<file path="src/rtl/i2c_arx_pkg.sv">
package i2c_arx_pkg;
  typedef enum logic [2:0] {
    ST_IDLE,
    ST_ADDR,
    ST_DATA,
    ST_WFALL,
    ST_HOLD,
    ST_ACK,
    ST_SKIP
  } rx_state_e;

  typedef enum logic [1:0] {
    HIT_NONE,
    HIT_OWN,
    HIT_GCALL
  } hit_e;
endpackage

</file>
<file path="src/rtl/i2c_arx_sync.sv">
module i2c_arx_sync #(
  parameter int STAGES = 2
) (
  input  logic clk,
  input  logic rst,
  input  logic d,
  output logic q
);
  logic [STAGES-1:0] chain;

  generate
    if (STAGES > 1) begin : g_multi
      always_ff @(posedge clk) begin
        if (rst) chain <= '1;
        else     chain <= {chain[STAGES-2:0], d};
      end
    end else begin : g_single
      always_ff @(posedge clk) begin
        if (rst) chain <= '1;
        else     chain <= d;
      end
    end
  endgenerate

  assign q = chain[STAGES-1];
endmodule

</file>
<file path="src/rtl/i2c_arx_events.sv">
module i2c_arx_events (
  input  logic clk,
  input  logic rst,
  input  logic scl_s,
  input  logic sda_s,
  output logic start_evt,
  output logic stop_evt,
  output logic scl_rise,
  output logic scl_fall
);
  logic scl_q, sda_q;

  always_ff @(posedge clk) begin
    if (rst) begin
      scl_q <= 1'b1;
      sda_q <= 1'b1;
    end else begin
      scl_q <= scl_s;
      sda_q <= sda_s;
    end
  end

  // Data edges count as conditions only while the clock is steadily high.
  assign start_evt = scl_s && scl_q && sda_q && !sda_s;
  assign stop_evt  = scl_s && scl_q && !sda_q && sda_s;
  assign scl_rise  = scl_s && !scl_q;
  assign scl_fall  = !scl_s && scl_q;
endmodule

</file>
<file path="src/rtl/i2c_arx_fsm.sv">
module i2c_arx_fsm
  import i2c_arx_pkg::*;
#(
  parameter int BYTE_W = 8
) (
  input  logic              clk,
  input  logic              rst,
  input  logic              start_evt,
  input  logic              stop_evt,
  input  logic              scl_rise,
  input  logic              scl_fall,
  input  logic              sda_bit,
  input  logic [BYTE_W-2:0] own_addr,
  input  logic              ack_clk_en,
  input  logic              dat_wr,
  output logic              scl_oe,
  output logic              sda_oe,
  output logic [BYTE_W-1:0] rx_byte,
  output logic              own_hit,
  output logic              gcall_hit,
  output logic              irq
);
  localparam int ADDR_W = BYTE_W - 1;
  localparam int CNT_W  = (BYTE_W > 2) ? $clog2(BYTE_W) : 1;
  localparam logic [CNT_W-1:0] LAST_BIT = CNT_W'(BYTE_W - 1);

  rx_state_e         state;
  logic [CNT_W-1:0]  bit_cnt;
  logic [BYTE_W-1:0] shreg;
  logic [BYTE_W-1:0] next_byte;
  logic              ack_rose;
  hit_e              hit;

  assign next_byte = {shreg[BYTE_W-2:0], sda_bit};

  always_comb begin
    if (next_byte[BYTE_W-1:1] == '0)            hit = HIT_GCALL;
    else if (next_byte[BYTE_W-1:1] == own_addr) hit = HIT_OWN;
    else                                        hit = HIT_NONE;
  end

  always_ff @(posedge clk) begin
    if (rst) begin
      state     <= ST_IDLE;
      bit_cnt   <= '0;
      shreg     <= '0;
      rx_byte   <= '0;
      own_hit   <= 1'b0;
      gcall_hit <= 1'b0;
      irq       <= 1'b0;
      scl_oe    <= 1'b0;
      sda_oe    <= 1'b0;
      ack_rose  <= 1'b0;
    end else begin
      irq <= 1'b0;
      if (start_evt) begin
        state     <= ST_ADDR;
        bit_cnt   <= '0;
        shreg     <= '0;
        own_hit   <= 1'b0;
        gcall_hit <= 1'b0;
        scl_oe    <= 1'b0;
        sda_oe    <= 1'b0;
      end else if (stop_evt) begin
        state     <= ST_IDLE;
        own_hit   <= 1'b0;
        gcall_hit <= 1'b0;
        scl_oe    <= 1'b0;
        sda_oe    <= 1'b0;
      end else begin
        case (state)
          ST_ADDR, ST_DATA: begin
            if (scl_rise) begin
              shreg   <= next_byte;
              bit_cnt <= bit_cnt + 1'b1;
              if (bit_cnt == LAST_BIT) begin
                bit_cnt <= '0;
                if (state == ST_DATA) begin
                  rx_byte <= next_byte;
                  irq     <= 1'b1;
                  state   <= ST_WFALL;
                end else if (hit == HIT_NONE) begin
                  state <= ST_SKIP;
                end else begin
                  rx_byte   <= next_byte;
                  irq       <= 1'b1;
                  own_hit   <= (hit == HIT_OWN);
                  gcall_hit <= (hit == HIT_GCALL);
                  state     <= ST_WFALL;
                end
              end
            end
          end
          ST_WFALL: begin
            if (scl_fall) begin
              scl_oe <= 1'b1;
              state  <= ST_HOLD;
            end
          end
          ST_HOLD: begin
            if (dat_wr) begin
              scl_oe  <= 1'b0;
              bit_cnt <= '0;
              if (ack_clk_en) begin
                sda_oe   <= 1'b1;
                ack_rose <= 1'b0;
                state    <= ST_ACK;
              end else begin
                state <= ST_DATA;
              end
            end
          end
          ST_ACK: begin
            if (scl_rise) ack_rose <= 1'b1;
            if (scl_fall && ack_rose) begin
              sda_oe <= 1'b0;
              state  <= ST_DATA;
            end
          end
          default: ;
        endcase
      end
    end
  end

  // the two flags never read 1 together
  assert_flag_excl_R3: assert property (@(posedge clk) disable iff (rst)
    !(own_hit && gcall_hit));

  // an interrupt only ever accompanies a match flag
  assert_irq_needs_hit_R2: assert property (@(posedge clk) disable iff (rst)
    irq |-> (own_hit || gcall_hit));

  // a skipped transfer raises nothing and stretches nothing
  assert_skip_quiet_R4: assert property (@(posedge clk) disable iff (rst)
    (state == ST_SKIP) |-> (!irq && !scl_oe && !sda_oe && !own_hit && !gcall_hit));

  // the clock stays held until the host writes
  assert_hold_until_write_R5: assert property (@(posedge clk) disable iff (rst)
    (scl_oe && !dat_wr && !start_evt && !stop_evt) |=> scl_oe);

  // the acknowledge is never driven while the clock is stretched
  assert_ack_no_stretch_R6: assert property (@(posedge clk) disable iff (rst)
    sda_oe |-> !scl_oe);

  // a STOP drops flags and both drivers
  assert_stop_clears_R8: assert property (@(posedge clk) disable iff (rst)
    stop_evt |=> (!own_hit && !gcall_hit && !scl_oe && !sda_oe));

  // a START drops both flags
  assert_start_clears_R9: assert property (@(posedge clk) disable iff (rst)
    start_evt |=> (!own_hit && !gcall_hit));
endmodule

</file>
<file path="src/rtl/i2c_addr_rx.sv">
module i2c_addr_rx #(
  parameter int BYTE_W      = 8,
  parameter int SYNC_STAGES = 2
) (
  input  logic              clk,
  input  logic              rst,
  input  logic              scl_i,
  input  logic              sda_i,
  output logic              scl_oe,
  output logic              sda_oe,
  input  logic [BYTE_W-2:0] own_addr,
  input  logic              ack_clk_en,
  input  logic              dat_wr,
  output logic [BYTE_W-1:0] rx_byte,
  output logic              own_hit,
  output logic              gcall_hit,
  output logic              irq
);
  logic scl_s, sda_s;
  logic start_evt, stop_evt, scl_rise, scl_fall;

  i2c_arx_sync #(.STAGES(SYNC_STAGES)) u_scl_sync (
    .clk(clk), .rst(rst), .d(scl_i), .q(scl_s)
  );

  i2c_arx_sync #(.STAGES(SYNC_STAGES)) u_sda_sync (
    .clk(clk), .rst(rst), .d(sda_i), .q(sda_s)
  );

  i2c_arx_events u_events (
    .clk       (clk),
    .rst       (rst),
    .scl_s     (scl_s),
    .sda_s     (sda_s),
    .start_evt (start_evt),
    .stop_evt  (stop_evt),
    .scl_rise  (scl_rise),
    .scl_fall  (scl_fall)
  );

  i2c_arx_fsm #(.BYTE_W(BYTE_W)) u_fsm (
    .clk        (clk),
    .rst        (rst),
    .start_evt  (start_evt),
    .stop_evt   (stop_evt),
    .scl_rise   (scl_rise),
    .scl_fall   (scl_fall),
    .sda_bit    (sda_s),
    .own_addr   (own_addr),
    .ack_clk_en (ack_clk_en),
    .dat_wr     (dat_wr),
    .scl_oe     (scl_oe),
    .sda_oe     (sda_oe),
    .rx_byte    (rx_byte),
    .own_hit    (own_hit),
    .gcall_hit  (gcall_hit),
    .irq        (irq)
  );

  // the bus is left alone straight after reset
  assert_reset_idle_R1: assert property (@(posedge clk)
    $past(rst) |-> (!scl_oe && !sda_oe && !irq));
endmodule

</file>
<file path="config.mk">
export PLATFORM = sky130hd
export DESIGN_NAME = i2c_addr_rx
export DESIGN_NICKNAME = d
export VERILOG_FILES = /design/src/rtl/i2c_arx_pkg.sv /design/src/rtl/i2c_arx_sync.sv /design/src/rtl/i2c_arx_events.sv /design/src/rtl/i2c_arx_fsm.sv /design/src/rtl/i2c_addr_rx.sv
export SDC_FILE = /design/constraint.sdc
export NUM_CORES = 1
export LEC_CHECK = 0
export ABC_AREA = 1
export BUFFER_PORTS_ARGS = -buffer_cell sky130_fd_sc_hd__buf_2
export CAP_MARGIN = 25
export CORE_ASPECT_RATIO = 1.5
export CORE_MARGIN = 3
export CORE_UTILIZATION = 57
export CTS_BUF_LIST = sky130_fd_sc_hd__clkbuf_2
export CTS_CLUSTER_DIAMETER = 200
export DETAILED_ROUTE_END_ITERATION = 8
export PLACE_DENSITY_LB_ADDON = 0.08
export SLEW_MARGIN = 20
export SYNTH_ARGS = -nofsm -noshare
export SYNTH_HDL_FRONTEND = slang
export SYNTH_SLANG_ARGS = --single-unit
</file>
<file path="constraint.sdc">
create_clock -name clk -period 2 [get_ports clk]
set_clock_uncertainty 0.2 [all_clocks]
set_input_delay 0.1 -clock clk [delete_from_list [all_inputs] [get_ports clk]]
set_output_delay 0.1 -clock clk [all_outputs]
set_load 0.02 [all_outputs]
</file>
# Word level (Yosys, flattened, before mapping)
# Index checks and enable logic that the tools add are counted.
# word_totals
reg_bits	33
input_bits	13
word_cells	109
# op_classes
n_reduce_logical	32
n_addsub	1
n_eq_ne	22
bitwise_logic	7
muxes	32
# op_table
cell	n
3-bit 2-to-1 mux	11
6-bit AND reduction	4
8-bit 2-to-1 mux	2
1-bit 2-to-1 mux	13
4-bit by 3-bit inequality test with 1-bit output (second input constant)	3
3-bit one-hot mux with 4 select lines	1
3-bit == test (second input constant)	3
1-bit logical AND	8
2-bit by 1-bit inequality test with 1-bit output (second input constant)	4
2-bit inequality test (second input constant)	4
4-bit inequality test (second input constant)	2
4-bit AND reduction	2
7-bit == test	1
7-bit zero test	1
1-bit inverter	7
3-bit by 2-bit == test with 1-bit output (second input constant)	2
1-bit one-hot mux with 2 select lines	3
3-bit one-hot mux with 2 select lines	1
3-bit AND reduction	2
2-bit nonzero test	3
6-bit nonzero test	1
6-bit OR reduction	1
5-bit AND reduction	1
1-bit zero test	4
9 further kinds	10

# Depth between registers and ports, before layout
# logic_depth
word_depth	11
depth_mapped	11

# Cells and area by module
# Synthesis repeated with hierarchy kept, for this count alone.
# hier_totals
cells_unflattened	238
area_unflattened_um2	1601.5
# modules_own_cells
mod	n_inst	area_each_um2	seq_area_each_um2	cells_per_inst
i2c_arx_fsm	1	1391.3	540.5	208
i2c_arx_sync	2	58.8	40.0	7
i2c_arx_events	1	92.6	40.0	16

# Least setup slack after synthesis
# Ideal clock, no wire load.
# synth_path
kind	flip-flop to flip-flop
from	register u_fsm.bit_cnt[0]
to	register u_fsm.state[0]
n_path_buf	0
t_required_ns	1.691
path_stages_with_launch	11
period_less_slack_ns	1.506
arrival_time_ns	1.197
setup_slack_ns	0.494
cell_sequence	dfxtp_1 -> ha_1 -> ha_1 -> nand4_1 -> nand2_1 -> nand3_2 -> nand3_1 -> nand2_1 -> inv_1 -> nand2_1 -> inv_1
# synth_between
elab_chain_len	3
# synth_rtl
item	line	text
start, declared	i2c_arx_fsm.sv:28	logic [CNT_W-1:0] bit_cnt;
start signal, assigned	i2c_arx_fsm.sv:75	bit_cnt <= bit_cnt + 1'b1;
3-bit == test	i2c_arx_fsm.sv:76	if (bit_cnt == LAST_BIT) begin
4-bit by 3-bit inequality test with 1-bit output (no line)	--	
6-bit AND reduction (no line)	--	
end signal, assigned	i2c_arx_fsm.sv:81	state <= ST_WFALL;
end signal, assigned	i2c_arx_fsm.sv:83	state <= ST_SKIP;
end signal, assigned	i2c_arx_fsm.sv:89	state <= ST_WFALL;
end, declared	i2c_arx_fsm.sv:27	rx_state_e state;
# Every way passes these cells.
# A chain may end at the register's enable or synchronous reset.

# Worst setup path after layout
# layout_path
from	register u_fsm.state[0]
to	register u_fsm.gcall_hit
# layout_between
elab_chain_len	3
# layout_rtl
item	line	text
start signal, assigned	i2c_arx_fsm.sv:44	state <= ST_IDLE;
start signal, assigned	i2c_arx_fsm.sv:57	state <= ST_ADDR;
start signal, assigned	i2c_arx_fsm.sv:65	state <= ST_IDLE;
3-bit by 1-bit == test with 1-bit output / 3-bit by 2-bit == test with 1-bit output (equally long branches)	i2c_arx_fsm.sv:71, i2c_arx_fsm.sv:78	
2-bit OR reduction / 1-bit inverter (equally long branches)	--	
5-bit AND reduction (no line) (*)	--	
end signal, assigned	i2c_arx_fsm.sv:88	gcall_hit <= (hit == HIT_GCALL);
end, declared	i2c_arx_fsm.sv:20	output logic gcall_hit,
# Mark *: on every way between the ends. The rest lies on a longest branch, timed or not.

==> flow_metrics.env <==
export IMPL_status="complete, no violations"
export IMPL_core_um2=2530
export IMPL_syn_cell_area_um2=1560
export IMPL_use_met3_pct=6.18
export IMPL_min_from="own_addr[2]"
export IMPL_clock_sinks=33
export IMPL_cp_data_required_time_ns=2.08
export IMPL_grt_met2_usage_pct=40.8
export IMPL_irDropWorstVdd_uv=538
export IMPL_rows=22
export IMPL_busiest_layer="met2"
export IMPL_post_cts_buffers=0
export IMPL_numCtsBuffers=5
export IMPL_synthArstFlopShare_pct=0
export IMPL_grt_usage_pct=21.0
export IMPL_timing_rr_end="u_fsm.gcall_hit"
export IMPL_grt_pass1_vias=1456
export IMPL_period_minus_slack_ns=1.83
export IMPL_ys_seq_area_share_pct=42.3
export IMPL_final_antenna_net_count=0
export IMPL_grt_max_degree=15
export IMPL_cts_tree="done"
export IMPL_ys_seq_elements=33
export IMPL_fillCellCount=216
export IMPL_max_freq_mhz=546
export IMPL_setup_tns_ns=0
export IMPL_grt_met1_usage_pct=18.0
export IMPL_dr_total_vias=1531
export IMPL_drt_pass1_iterations=4
export IMPL_via_per_inst=5.26
export IMPL_routedWlPerCell_um=12.1
export IMPL_initial_utilization_pct=61.7
export IMPL_root_buffer="clkbuf_2"
export IMPL_die_y_um=70.1
export IMPL_hp_class="input pin to flop"
export IMPL_yosysWarnings=0
export IMPL_fin_worst_hold_slack_ns=0.0813
export IMPL_slew_headroom_pct=71.9
export IMPL_fin_crit_sh_pct=91.7
export IMPL_crit_type="flop to flop"
export IMPL_clk_pin_slew_ns=0.19
export IMPL_area_growth_pct=18.7
export IMPL_overflow=0
export IMPL_hold_end="u_fsm.own_hit"
export IMPL_drt_total_wl_um=3530
export IMPL_worst_path_max_delay_cell="dfxtp_1"
export IMPL_syn_nets=233
export IMPL_total_power_uw=1220
export IMPL_rr_worst_depth=9
export IMPL_drcViolationCount=0
export IMPL_clock_latency_ns=0.39
export IMPL_hold_path_depth=8
export IMPL_regArea_um2=661
export IMPL_fin_nets=269
export IMPL_cp_start_kind="flop"
export IMPL_reg2reg_from="u_fsm.state[0]"
export IMPL_worst_r2r_setup_slack_ns=0.17
export IMPL_antenna_found_initial=0
export IMPL_critPathCaptureType="flop"
export IMPL_io_buffers=25
export IMPL_worst_pin_slew_ns=0.421
export IMPL_synth_cells=218
export IMPL_drive_gt1_share_pct=19.6
export IMPL_critPathArrivalTime_ns=1.92
export IMPL_drv_slew=0
export IMPL_max_cap_viol_count=0
export IMPL_cts_resized=0
export IMPL_grt_pass1_wl_um=5600
export IMPL_layout_common_cells="nand2_1 (56), dfxtp_1 (33), inv_1 (27)"
export IMPL_power_leakage_uw=0.000928
export IMPL_path_common_cell="inv_1"
export IMPL_cts_htree_levels=2
export IMPL_synth_main_ff_cell="dfxtp_1"
export IMPL_crit_path_max_incr_delay_ns=0.45
export IMPL_multi_input_area_um2=777
export IMPL_rsz0062_at_grt="no"
export IMPL_crit_chain="inv_1 > nand2_1 > nand3_2 > nor2_4 > nand2_4 > nor2_2 > inv_1 > o21ai_0 > a21oi_1"
export IMPL_gp_congestion=0.899
export IMPL_die_area_um2=3420
export IMPL_die_w_um=48.8
export IMPL_synth_edf_count=0
export IMPL_hold_viol_final=0
export IMPL_n_antenna_cell=0
export IMPL_cellPowerDensity_nw_per_um2=657
export IMPL_drtIter0Drc=61
export IMPL_dpl_hpwl_um=2630
export IMPL_io_pins=26
export IMPL_final_common_cell="nand2_1"
export IMPL_clock_path_buffers=2
export IMPL_worstPathMaxFanout=12
export IMPL_finalSetupViolCount=0
export IMPL_syn_avg_cell_area_um2=7.17
export IMPL_synth_cell_types=26
layer usage:
layer	wire (µm)	vias up
met2	1890	59
met1	1320	685
met4	119	0
met5	0	-
li1	-	766
met3	200	21
through the flow:
step	instances	setup WS, ns	instance area, µm²	utilization [%]
2_1_floorplan	218	0.494	1560	-
3_3_place_gp	276	0.292	1720	67.8
3_5_place_dp	276	0.234	1720	67.8
4_1_cts	291	0.178	1850	73.2
5_1_grt	291	0.0555	1850	73.2
6_report	291	0.167	1850	73.2
worst max-delay path by stage:
stage | start | end | slack, ns
floorplan | u_fsm.bit_cnt[0] | u_fsm.state[0] | 0.49
CTS | u_fsm.state[0] | u_fsm.gcall_hit | 0.18
detailed placement | u_fsm.state[0] | u_fsm.gcall_hit | 0.23
global placement | u_fsm.state[0] | u_fsm.gcall_hit | 0.29
global route | u_fsm.state[0] | u_fsm.gcall_hit | 0.06
finish | u_fsm.state[0] | u_fsm.gcall_hit | 0.17
Yosys cell counts (2+ instances only):
master / number / area share, %
a21oi_1: 16 / 5.1
nand2_2: 2 / 0.80
nand3_2: 3 / 1.9
o21a_1: 2 / 0.96
nand4_1: 2 / 0.80
o21bai_1: 2 / 0.96
o21ai_0: 2 / 0.64
inv_1: 27 / 6.5
nand2_1: 56 / 13
nor3_1: 4 / 1.3
clkbuf_1: 2 / 0.48
dfxtp_1: 33 / 42
nand2_4: 2 / 1.4
a211oi_1: 7 / 3.4
nand3_1: 16 / 5.1
nor2_2: 4 / 1.6
or2_2: 4 / 1.6
nor2_1: 23 / 5.5
ha_1: 2 / 1.6
xor2_1: 3 / 1.7
area by class of cell:
class / count / area share, %
Inverter: 29 / 5.94
Multi-Input combinational cell: 153 / 41.9
Tap cell: 36 / 2.43
Clock inverter: 3 / 2.23
Clock buffer: 5 / 1.35
Timing Repair Buffer: 32 / 10.5
Sequential cell: 33 / 35.6
report_power, final:
part / internal [µW] / leakage (µW) / switching [µW] / total, µW
Combinational: 40.8 / 0.000625 / 59.1 / 99.8
Clock: 207 / 0.0000366 / 236 / 443
Sequential: 668 / 0.000267 / 8.04 / 676
Total: 916 / 0.000928 / 303 / 1220
critical path, delay by kind of cell (launching register included):
| kind | cells | cell delay, ns |
|---|---|---|
| AND/OR/NAND/NOR | 5 | 0.69 |
| flip-flops | 1 | 0.45 |
| AO/OA/AOI/OAI | 2 | 0.23 |
| buffers and inverters | 2 | 0.15 |
flip-flops by register name, summed over array words and instances, names as in the netlist:
signal            count
u_fsm.irq             1
u_events.sda_q        1
u_scl_sync.chain      2
u_events.scl_q        1
u_fsm.gcall_hit       1
u_fsm.own_hit         1
u_fsm.ack_rose        1
u_fsm.bit_cnt         3
u_sda_sync.chain      2
u_fsm.rx_byte         8
u_fsm.sda_oe          1
u_fsm.shreg           7
u_fsm.scl_oe          1
u_fsm.state           3
logic make-up (layout without fill, tap and decap cells):
| logic type | Yosys count | in the layout | share of synthesized area, % |
|---|---|---|---|
| XOR/XNOR | 3 | 3 | 1.68 |
| AND/OR/NAND/NOR | 118 | 118 | 34.7 |
| AO/OA/AOI/OAI | 30 | 30 | 11.7 |
| buffers and inverters | 32 | 69 | 8.01 |
| flip-flops | 33 | 33 | 42.3 |
| adder cells (fa/ha/maj) | 2 | 2 | 1.60 |
repair_timing:
action / in CTS / in global routing
hold buffers: 7 / 0
endpoints found under the hold margin: 18 / 0
endpoints found under the setup margin: 0 / 0
Note: power is estimated with default switching activity, not from simulation.
